<file path="src/rtl/rx_dc_trim_pkg.sv">
package rx_dc_trim_pkg;

  typedef enum logic {
    LM_RUN   = 1'b0,
    LM_ARMED = 1'b1
  } lane_mode_e;

  // a - b clamped to a w-bit signed range
  function automatic int clamp_sub(input int a, input int b, input int w);
    longint d;
    longint hi;
    longint lo;
    d  = longint'(a) - longint'(b);
    hi = (longint'(1) <<< (w - 1)) - 1;
    lo = -hi - 1;
    if (d > hi) return int'(hi);
    if (d < lo) return int'(lo);
    return int'(d);
  endfunction

endpackage

</file>
<file path="src/rtl/rx_dc_trim_hold_mon.sv">
module rx_dc_trim_hold_mon #(
  parameter int MIN_HOLD = 608
) (
  input  logic clk,
  input  logic rst_n,
  input  logic cal_hi,
  output logic cal_fell,
  output logic short_err
);
  localparam int LIMIT = MIN_HOLD + 1;
  localparam int CW    = $clog2(LIMIT + 1);

  logic          cal_q;
  logic [CW-1:0] hi_cnt;

  assign cal_fell = cal_q & ~cal_hi;

  always_ff @(posedge clk) begin
    if (!rst_n) begin
      cal_q     <= 1'b0;
      hi_cnt    <= '0;
      short_err <= 1'b0;
    end else begin
      cal_q <= cal_hi;
      if (cal_hi) begin
        if (hi_cnt != CW'(LIMIT)) hi_cnt <= hi_cnt + 1'b1;
      end else begin
        hi_cnt <= '0;
      end
      if (cal_fell && (hi_cnt < CW'(LIMIT))) short_err <= 1'b1;
    end
  end
endmodule

</file>
<file path="src/rtl/rx_dc_trim_lane.sv">
module rx_dc_trim_lane
  import rx_dc_trim_pkg::*;
#(
  parameter int DW = 16
) (
  input  logic                 clk,
  input  logic                 rst_n,
  input  logic                 cal_hi,
  input  logic                 take,
  input  logic signed [DW-1:0] din,
  output logic signed [DW-1:0] dout,
  output logic signed [DW-1:0] off,
  output logic                 armed
);
  lane_mode_e            mode;
  logic                  capture;
  logic signed [DW-1:0]  eff;
  int                    diff;

  assign armed   = (mode == LM_ARMED);
  assign capture = armed & ~cal_hi & take;

  always_comb begin
    if (cal_hi)       eff = '0;
    else if (capture) eff = din;
    else              eff = off;
    diff = clamp_sub(int'(din), int'(eff), DW);
  end

  always_ff @(posedge clk) begin
    if (!rst_n) begin
      off  <= '0;
      mode <= LM_RUN;
      dout <= '0;
    end else begin
      if (cal_hi) begin
        off  <= '0;
        mode <= LM_ARMED;
      end else if (capture) begin
        off  <= din;
        mode <= LM_RUN;
      end
      if (take) dout <= DW'(diff);
    end
  end
endmodule

</file>
<file path="src/rtl/rx_dc_trim.sv">
module rx_dc_trim #(
  parameter int DW       = 16,
  parameter int MIN_HOLD = 608
) (
  input  logic          clk,
  input  logic          rst_n,
  input  logic          cal_req,
  input  logic          zero_req,
  input  logic          sleep_a,
  input  logic          sleep_b,
  input  logic          smp_valid,
  input  logic [DW-1:0] smp_i,
  input  logic [DW-1:0] smp_q,
  output logic          out_valid,
  output logic [DW-1:0] out_i,
  output logic [DW-1:0] out_q,
  output logic          mod_zero_sel,
  output logic          short_cal_err
);
  localparam int NCH = 2;

  logic                 awake;
  logic                 take;
  logic                 cal_fell;
  logic signed [DW-1:0] lane_in  [NCH];
  logic signed [DW-1:0] lane_out [NCH];
  logic signed [DW-1:0] lane_off [NCH];
  logic                 lane_arm [NCH];
  logic signed [DW-1:0] off_i, off_q;
  logic                 armed_i, armed_q;

  assign awake      = ~(sleep_a | sleep_b);
  assign take       = smp_valid & awake;
  assign lane_in[0] = smp_i;
  assign lane_in[1] = smp_q;

  for (genvar c = 0; c < NCH; c++) begin : g_lane
    rx_dc_trim_lane #(.DW(DW)) u_lane (
      .clk   (clk),
      .rst_n (rst_n),
      .cal_hi(cal_req),
      .take  (take),
      .din   (lane_in[c]),
      .dout  (lane_out[c]),
      .off   (lane_off[c]),
      .armed (lane_arm[c])
    );
  end

  assign out_i   = lane_out[0];
  assign out_q   = lane_out[1];
  assign off_i   = lane_off[0];
  assign off_q   = lane_off[1];
  assign armed_i = lane_arm[0];
  assign armed_q = lane_arm[1];

  rx_dc_trim_hold_mon #(.MIN_HOLD(MIN_HOLD)) u_hold (
    .clk      (clk),
    .rst_n    (rst_n),
    .cal_hi   (cal_req),
    .cal_fell (cal_fell),
    .short_err(short_cal_err)
  );

  always_ff @(posedge clk) begin
    if (!rst_n) begin
      out_valid    <= 1'b0;
      mod_zero_sel <= 1'b0;
    end else begin
      out_valid    <= take;
      mod_zero_sel <= zero_req;
    end
  end
endmodule

</file>
<file path="config.mk">
export PLATFORM = sky130hd
export DESIGN_NAME = rx_dc_trim
export DESIGN_NICKNAME = d
export VERILOG_FILES = /design/src/rtl/rx_dc_trim_pkg.sv /design/src/rtl/rx_dc_trim_hold_mon.sv /design/src/rtl/rx_dc_trim_lane.sv /design/src/rtl/rx_dc_trim.sv
export SDC_FILE = /design/constraint.sdc
export NUM_CORES = 1
export LEC_CHECK = 0
export CAP_MARGIN = 10
export CELL_PAD_IN_SITES_DETAIL_PLACEMENT = 1
export CELL_PAD_IN_SITES_GLOBAL_PLACEMENT = 1
export CORE_MARGIN = 4
export CORE_UTILIZATION = 43
export CTS_BUF_LIST = sky130_fd_sc_hd__clkbuf_16
export DETAILED_ROUTE_END_ITERATION = 12
export PLACE_DENSITY = 0.86
export SYNTH_ARGS = -nofsm -noshare
export SYNTH_HDL_FRONTEND = slang
export SYNTH_SLANG_ARGS = --single-unit
</file>
<file path="constraint.sdc">
create_clock -name clk -period 9.54 [get_ports clk]
set_input_delay 1.908 -clock clk [delete_from_list [all_inputs] [get_ports clk]]
set_output_delay 1.908 -clock clk [all_outputs]
set_load 0.01 [all_outputs]
</file>
==> results of run 1 <==
worst min path at each step:
stage / from / to / slack [ns] / depth (start not counted)
CTS: g_lane[1].u_lane.armed / g_lane[1].u_lane.armed / 0.49 / 2
global route: g_lane[1].u_lane.armed / g_lane[1].u_lane.armed / 0.51 / 2
finish: g_lane[1].u_lane.armed / g_lane[1].u_lane.armed / 0.48 / 2
detailed placement: g_lane[1].u_lane.armed / g_lane[1].u_lane.armed / 0.47 / 2
global placement: g_lane[0].u_lane.armed / g_lane[0].u_lane.armed / 0.46 / 2
floorplan: g_lane[0].u_lane.armed / g_lane[0].u_lane.armed / 0.44 / 2
per-stage QoR:
step	hold slack [ns]	setup slack (ns)	power [mW]	cells	utilization [%]
2_1_floorplan	0.443	4.37	0.471	660	-
3_3_place_gp	0.460	2.93	0.531	846	50.7
3_5_place_dp	0.467	2.80	0.537	846	50.7
4_1_cts	0.488	3.12	0.883	862	53.2
5_1_grt	0.506	2.76	0.921	863	53.3
6_report	0.483	3.14	0.876	863	53.3
power groups by stage:
stage          Sequential, mW  Combinational (mW)  Clock, mW
6_report                0.350               0.182      0.343
5_1_grt                 0.351               0.200      0.369
4_1_cts                 0.350               0.182      0.351
3_5_place_dp            0.358               0.180          0
3_3_place_gp            0.357               0.174          0
2_1_floorplan           0.360               0.111          0
worst max-delay path, delay by kind of cell:
kind	cells	cell delay, ns
AOI/OAI and AO/OA	7	1.89
adders and majority gates	2	0.62
and+or+nand+nor	3	0.96
buffers and inverters	3	0.87
muxes	1	0.36
sequential cells by signal, indices dropped and copies added (netlist names):
| register | count |
|---|---|
| u_hold.cal_q | 1 |
| g_lane.u_lane.armed | 2 |
| g_lane.u_lane.off | 32 |
| u_hold.hi_cnt | 10 |
| out_valid | 1 |
| mod_zero_sel | 1 |
| g_lane.u_lane.dout | 32 |
| u_hold.short_err | 1 |
routing by layer:
| layer | share of wire (%) | wire length (um) | GRT usage, % |
|---|---|---|---|
| met1 | 41 | 6310 | 26.5 |
| met2 | 52 | 7900 | 43.4 |
| met3 | 4.1 | 619 | 5.17 |
| met4 | 2.9 | 442 | 9.05 |
| met5 | 0 | 0 | 0 |
cell type report:
cell class                 count  area [um^2]
timing repair buffer          77          761
sequential                    80         1600
multi-input combinational    533         3200
clock inverter                 7         62.6
clock buffer                   9          225
inverter                      14         52.6
tap                          143          179
fill                        1429         5340
logic make-up (layout without fill, tap and decap cells):
kind of cell / Yosys count / in the layout
AO/OA/AOI/OAI: 191 / 191
XOR/XNOR: 25 / 25
adder cells (fa/ha/maj): 37 / 37
buffers and inverters: 47 / 107
flip-flops: 80 / 80
multiplexers: 4 / 4
AND/OR/NAND/NOR: 276 / 276
Yosys cell counts (11+ instances only):
| library cell | n |
|---|---|
| sky130_fd_sc_hd__a21oi_1 | 63 |
| sky130_fd_sc_hd__clkbuf_1 | 25 |
| sky130_fd_sc_hd__dfxtp_1 | 80 |
| sky130_fd_sc_hd__ha_1 | 35 |
| sky130_fd_sc_hd__inv_1 | 14 |
| sky130_fd_sc_hd__nand2_1 | 153 |
| sky130_fd_sc_hd__nor2_1 | 57 |
| sky130_fd_sc_hd__nor2b_1 | 12 |
| sky130_fd_sc_hd__o211ai_1 | 11 |
| sky130_fd_sc_hd__o21ai_0 | 52 |
| sky130_fd_sc_hd__xnor2_1 | 12 |
| sky130_fd_sc_hd__xor2_1 | 13 |
placed cells by master (no fill, tap or decap), types with 5 or more instances in the layout:
| cell type | Yosys | layout |
|---|---|---|
| sky130_fd_sc_hd__xnor2_1 | 12 | 12 |
| sky130_fd_sc_hd__nor3_1 | 8 | 8 |
| sky130_fd_sc_hd__and2_1 | 6 | 6 |
| sky130_fd_sc_hd__o21a_1 | 7 | 7 |
| sky130_fd_sc_hd__a21o_1 | 7 | 7 |
| sky130_fd_sc_hd__inv_1 | 14 | 14 |
| sky130_fd_sc_hd__xor2_1 | 13 | 13 |
| sky130_fd_sc_hd__and3_1 | 6 | 6 |
| sky130_fd_sc_hd__clkdlybuf4s50_1 | 0 | 73 |
| sky130_fd_sc_hd__a21oi_1 | 63 | 63 |
| sky130_fd_sc_hd__nor2_1 | 57 | 57 |
| sky130_fd_sc_hd__ha_1 | 35 | 35 |
| sky130_fd_sc_hd__nand4_1 | 6 | 6 |
| sky130_fd_sc_hd__o21ai_1 | 5 | 5 |
| sky130_fd_sc_hd__dfxtp_1 | 80 | 80 |
| sky130_fd_sc_hd__o211ai_1 | 11 | 11 |
| sky130_fd_sc_hd__nand2_1 | 153 | 153 |
| sky130_fd_sc_hd__o211ai_2 | 7 | 7 |
| sky130_fd_sc_hd__a31oi_1 | 6 | 6 |
| sky130_fd_sc_hd__clkbuf_16 | 0 | 9 |
| sky130_fd_sc_hd__nand3_1 | 8 | 8 |
| sky130_fd_sc_hd__o21ai_0 | 52 | 52 |
| sky130_fd_sc_hd__nor2b_1 | 12 | 12 |
==> results.txt, run 1 <==
----------------------------------------------------
[Placement]
  Post-DP Area ... 5790 um^2
  Gpl congestion ... 0.842
  Final HPWL DP ... 10900 um
  Total of buffers placed on input and output ports ... 73

[Worst setup path]
  Critical Setup Path Class ... in -> reg
  Crit path max-delay cell type ... sky130_fd_sc_hd__and2_1
  Worst setup path endpoint ... g_lane[0].u_lane.dout[4]
  Worst path arrival time ... 6.61 ns
  Element type at the critical path end ... flop
  Longest individual stage delay on the worst path ... 0.65 ns
  Data required time of the worst path ... 9.75 ns
  R2r startpoint ... g_lane[0].u_lane.armed
  Maximum fanout count along the critical path ... 41
  Startpoint type of the worst setup path ... primary input
  Chain of cells forming the critical path ... clkdlybuf4s50_1 -> nor3b_2 -> buf_4 -> and2_1 -> nand2_1 -> a21oi_1 -> ha_1 -> inv_1 -> fa_1 -> a211oi_1 -> o211ai_1 -> a31oi_1 -> o221a_2 -> mux2i_1 -> o211ai_1 -> a21oi_1
  Worst reg2reg endpoint ... g_lane[0].u_lane.dout[4]
  Minimum setup slack among reg-to-reg paths ... 5.40 ns
  Worst setup path startpoint ... sleep_b
  Path depth of the worst reg2reg path ... 13

[CTS]
  Buffer count from post-CTS setup fixing ... 0
  Number of H-tree levels ... 3
  CTS hold repair buffers ... 0
  CTS-repair resized insts ... 0
  Deepest clock path buffer count ... 2
  Latest clock arrival within the worst-skew pair ... 0.35 ns
  Cell at the root of the clock tree ... sky130_fd_sc_hd__clkbuf_16
  Count of clock tree sinks ... 80
  TritonCTS buffer count ... 9
  TritonCTS clock tree ... built
  Clock transition at the register clock pins on the worst setup and hold paths after CTS ... 0.07 ns

[STA]
  Skew final ... 0.00952 ns
  Minimum clock period after layout ... 6.40 ns
  Slew headroom ... 23.3%
  Share of the cycle needed by the critical path after routing ... 67.1%
  Final hold violation count ... 0
  Fin. max-slew vios ... 0
  Setup TNS Final ... 0 ns
  Fmax ... 156 MHz
  RSZ-0062 raised after global routing ... no
  Total setup violations reported at the end of the flow ... 0
  Worst Tran Pin Value ... 1.12 ns

[Power]
  Switching fraction of total power ... 31.0%
  Static leakage ... 2.44 nW
  Sequential power share ... 40.0%
  Max VDD drop ... 0.129 mV
  Net switching power of the design ... 272 uW
  Clock network fraction of total power ... 39.2%
  Comb pwr share ... 20.8%
  Internal power of the cells ... 604 uW
  Power density over the cells ... 144 nW/um^2

[Die]
  Number of placement rows ... 39
  Initial Util ... 43.8%
  Core Footprint ... 11400 um^2
  Number of placed I/O pins ... 74
  Die Y ... 116 um
  Die Footprint ... 13400 um^2
  Chip Width ... 116 um

[Detailed routing]
  Routed wire length ... 15300 um
  Antenna violation net count after detailed routing ... 0
  Number of iterations in the first detailed-routing pass ... 4
  Mean number of vias per cell ... 5.63
  Initial drt markers ... 203
  WL/cell ... 17.7 um
  # DRC ... 0
  Routed via count ... 4861

[Logic synthesis]
  Simple logic cell fraction of the synthesized area ... 24.2%
  Share of the synthesized area in the top cell type ... 32.0%
  Commonest register cell after synthesis ... sky130_fd_sc_hd__dfxtp_1
  Share of cell area taken by muxes after synthesis ... 0.800%
  Post-synthesis sequential area ratio ... 32.0%
  Flop and latch count out of synthesis ... 80
  Largest area contributor in the netlist ... sky130_fd_sc_hd__dfxtp_1
  Combinational family with the most area after synthesis ... compound AO/OA/AOI/OAI gates
  Share of synthesized flip-flops with an asynchronous set or reset ... 0%
  Share of the synthesized netlist area taken by xor and xnor gates ... 4.37%
  Share of synthesized cell area in full adder, half adder and majority cells ... 9.55%
  Syn nets ... 736
  Dominant cells by area after synthesis ... sky130_fd_sc_hd__dfxtp_1 (32%), sky130_fd_sc_hd__nand2_1 (11%), sky130_fd_sc_hd__ha_1 (8.7%)
  Mean Syn Cell Area ... 7.58 um^2
  Synthesized-area fraction occupied by ao, oa, aoi and oai cells ... 24.9%
  Synth unique cells ... 62
  Post-synthesis cell count ... 660
  Count of flip-flops with a built-in enable after synthesis ... 0
  Cell area after synthesis ... 5010 um^2
  Warnings from Yosys ... 0

[Finish]
  Post-route standard cell area excluding fillers ... 6080 um^2
  Final antenna diode count ... 0
  Layout cell share with drive strength beyond 1 ... 5.97%
  Final net count ... 791
  Area delta synth->final ... 21.5%

[Global route]
  Total GRT Usage ... 23.6%
  First-pass GRT wire length ... 25200 um
  Total congestion overflow after global routing ... 0
  Maximum number of pins on one net before global-route repair ... 42
  Antenna violations before repair ... 0
  Number of global-route vias before repair ... 5123

[Status]
  Outcome ... finished, final reports clean

[Run]
  Count of maximum capacitance violations ... 0

[Worst hold path]
  Type of the tightest min-delay check ... reg -> reg

----------------------------------------------------
No activity file was read; power rests on OpenSTA's default activity.
==> run 2, diff against run 1 <==
--- a/config.mk
+++ b/config.mk
@@ -9,10 +9,10 @@
 export CELL_PAD_IN_SITES_DETAIL_PLACEMENT = 1
 export CELL_PAD_IN_SITES_GLOBAL_PLACEMENT = 1
 export CORE_MARGIN = 4
-export CORE_UTILIZATION = 43
+export CORE_UTILIZATION = 36
 export CTS_BUF_LIST = sky130_fd_sc_hd__clkbuf_16
 export DETAILED_ROUTE_END_ITERATION = 12
-export PLACE_DENSITY = 0.86
+export PLACE_DENSITY = 0.76
 export SYNTH_ARGS = -nofsm -noshare
 export SYNTH_HDL_FRONTEND = slang
 export SYNTH_SLANG_ARGS = --single-unit
==> constraint.sdc (replaced) <==
create_clock -name clk -period 5.6 [get_ports clk]
set_input_delay 1.12 -clock clk [delete_from_list [all_inputs] [get_ports clk]]
set_output_delay 1.12 -clock clk [all_outputs]
set_load 0.01 [all_outputs]
==> run 2 against run 1 <==
First-iteration DRC count increased by 49%. Setup slack worse by 2.4 ns. Wire length hardly changed. Die area is 18% higher. Global-route usage shrank 4.0 points. Sequential share of layout area shrank 0.43 points. Non-clock buffer count rose by 8. Highest routed layer unchanged.
==> results.txt, run 2 (same netlist as run 1, synthesis figures left out) <==
----------------------------------------------------
[Status]
  Outcome ... finished, final reports clean

[Placement]
  Gpl congestion ... 0.872
  Total of buffers placed on input and output ports ... 73
  Final HPWL DP ... 11400 um
  Worst setup slack before clock tree synthesis ... 0.513 ns
  Post-DP Area ... 5890 um^2

[Die]
  Die Footprint ... 15900 um^2
  Die Y ... 126 um
  Chip Width ... 126 um
  Core Footprint ... 13500 um^2
  Initial Util ... 37.2%
  Number of placement rows ... 42
  Number of placed I/O pins ... 74

[Worst setup path]
  Element type at the critical path end ... flop
  R2r startpoint ... g_lane[1].u_lane.armed
  Critical Setup Path Class ... in -> reg
  Startpoint type of the worst setup path ... primary input
  Maximum fanout count along the critical path ... 25
  Data required time of the worst path ... 5.87 ns
  Crit-path leading delay family ... simple AND/OR/NAND/NOR gates
  Worst setup path startpoint ... smp_valid
  Path depth of the worst reg2reg path ... 13
  Stages on the worst setup path ... 15
  Worst setup path endpoint ... g_lane[1].u_lane.dout[4]
  Most repeated library cell on the critical path ... sky130_fd_sc_hd__nand2_1
  Longest individual stage delay on the worst path ... 0.85 ns
  Worst reg2reg endpoint ... g_lane[1].u_lane.dout[4]
  Worst path arrival time ... 5.11 ns
  Crit path max-delay cell type ... sky130_fd_sc_hd__nor2_2
  Number of buffer and inverter instances along the worst setup path ... 2
  Chain of cells forming the critical path ... clkdlybuf4s50_1 -> nor3b_2 -> nand2_1 -> buf_4 -> nand2_1 -> nand2_1 -> nand2_1 -> ha_1 -> a21oi_1 -> o21ai_1 -> a221o_1 -> a21oi_4 -> nor2_2 -> o211ai_1 -> a21oi_1
  Minimum setup slack among reg-to-reg paths ... 1.89 ns

[Run]
  Count of maximum capacitance violations ... 0

[Power]
  Total power consumption of the routed design ... 1.46 mW
  Max VDD drop ... 0.143 mV
  Static leakage ... 2.48 nW
  Power density over the cells ... 235 nW/um^2

[STA]
  Final critical-path setup slack ... 0.761 ns
  Fin. max-slew vios ... 0
  Total setup violations reported at the end of the flow ... 0
  Minimum clock period after layout ... 4.84 ns
  Skew final ... 0.00504 ns
  Slew headroom ... 27.4%
  Hold slack ... 0.484 ns
  Setup TNS Final ... 0 ns
  RSZ-0062 raised after global routing ... no
  Final hold violation count ... 0
  Fmax ... 207 MHz
  Worst Tran Pin Value ... 1.09 ns
  Share of the cycle needed by the critical path after routing ... 86.4%

[CTS]
  Deepest clock path buffer count ... 2
  Count of clock tree sinks ... 80
  Cell at the root of the clock tree ... sky130_fd_sc_hd__clkbuf_16
  CTS hold repair buffers ... 0
  Number of H-tree levels ... 3
  TritonCTS clock tree ... built
  Clock transition at the register clock pins on the worst setup and hold paths after CTS ... 0.06 ns
  Buffer count from post-CTS setup fixing ... 0
  CTS-repair resized insts ... 0
  TritonCTS buffer count ... 9
  Latest clock arrival within the worst-skew pair ... 0.35 ns

[Detailed routing]
  Antenna violation net count after detailed routing ... 0
  WL/cell ... 16.9 um
  Routed via count ... 4938
  Number of iterations in the first detailed-routing pass ... 4
  Routed wire length ... 15300 um
  Mean number of vias per cell ... 5.46
  # DRC ... 0
  Initial drt markers ... 302

[Worst hold path]
  Startpoint of the worst hold path ... g_lane[1].u_lane.armed
  Type of the tightest min-delay check ... reg -> reg

[Global route]
  Total congestion overflow after global routing ... 0
  Number of global-route vias before repair ... 5164
  Antenna violations before repair ... 0
  First-pass GRT wire length ... 25700 um
  Total GRT Usage ... 19.7%
  Maximum number of pins on one net before global-route repair ... 39

[Finish]
  Layout cell share with drive strength beyond 1 ... 6.73%
  Fill cell count ... 1689
  Area taken by flip-flops and latches ... 1600 um^2
  Area delta synth->final ... 23.5%
  Most used cells in the layout excluding fill and tap cells ... sky130_fd_sc_hd__nand2_1 (153), sky130_fd_sc_hd__dfxtp_1 (80), sky130_fd_sc_hd__clkdlybuf4s50_1 (73), sky130_fd_sc_hd__a21oi_1 (63), sky130_fd_sc_hd__nor2_1 (57)
  Footprint of the multi-input gates ... 3200 um^2
  Post-route standard cell area excluding fillers ... 6180 um^2
  Most common library cell in the layout ignoring fill and taps ... sky130_fd_sc_hd__nand2_1
  Final antenna diode count ... 0
  Final net count ... 799
  Largest registers ... g_lane.u_lane.dout x32, g_lane.u_lane.off x32, u_hold.hi_cnt x10

----------------------------------------------------
[run 2: metrics by stage]
| stage | util (%) | std cells |
|---|---|---|
| after CTS | 45.7 | 903 |
| after detailed placement | 43.8 | 887 |
| after global placement | 43.8 | 887 |
| after floorplan | - | 660 |
| after global routing | 46.0 | 904 |
| final | 46.0 | 904 |
[run 2: final cells by class]
| type | instances | share of cell area, % |
|---|---|---|
| multi-input cells | 533 | 51.8 |
| flip-flops and latches | 80 | 25.9 |
| repair buffers | 85 | 13.6 |
| clock buffers | 9 | 3.64 |
| well taps | 176 | 3.56 |
| inverters | 14 | 0.850 |
| clock inverters | 7 | 0.668 |
[run 2: worst min path at each step]
| stage | endpoint | cells after the start |
|---|---|---|
| floorplan | g_lane[0].u_lane.armed | 2 |
| finish | g_lane[1].u_lane.armed | 2 |
| detailed placement | g_lane[1].u_lane.armed | 2 |
| global placement | g_lane[0].u_lane.armed | 2 |
| global route | g_lane[1].u_lane.armed | 2 |
| CTS | g_lane[1].u_lane.armed | 2 |
[run 2: worst min-delay path, delay by kind of cell (launching register included)]
kind          cells  cell delay [ns]
flops             1             0.33
simple gates      2             0.12
[run 2: power breakdown]
part	total, mW	leakage [nW]	switching (mW)	internal [mW]
combinational	0.315	1.69	0.178	0.137
sequential	0.598	0.651	0.0108	0.587
clock	0.542	0.134	0.246	0.296
[run 2: routing by layer]
layer  GRT usage (%)  wire length [um]  vias to the layer above
li1                -                 -                     2420
met1            22.3              6350                     2401
met2            35.7              7950                       97
met3            4.95               574                       20
met4            6.69               412                        0
met5               0                 0                        -
==> run 3, diff against run 2 <==
--- a/config.mk
+++ b/config.mk
@@ -11,8 +11,10 @@
 export CORE_MARGIN = 4
 export CORE_UTILIZATION = 36
 export CTS_BUF_LIST = sky130_fd_sc_hd__clkbuf_16
+export CTS_CLUSTER_SIZE = 28
 export DETAILED_ROUTE_END_ITERATION = 12
 export PLACE_DENSITY = 0.76
 export SYNTH_ARGS = -nofsm -noshare
 export SYNTH_HDL_FRONTEND = slang
 export SYNTH_SLANG_ARGS = --single-unit
+export TNS_END_PERCENT = 100
==> results of run 3 <==
Same layout as run 2: the final DEF is identical, and so are final timing and power.
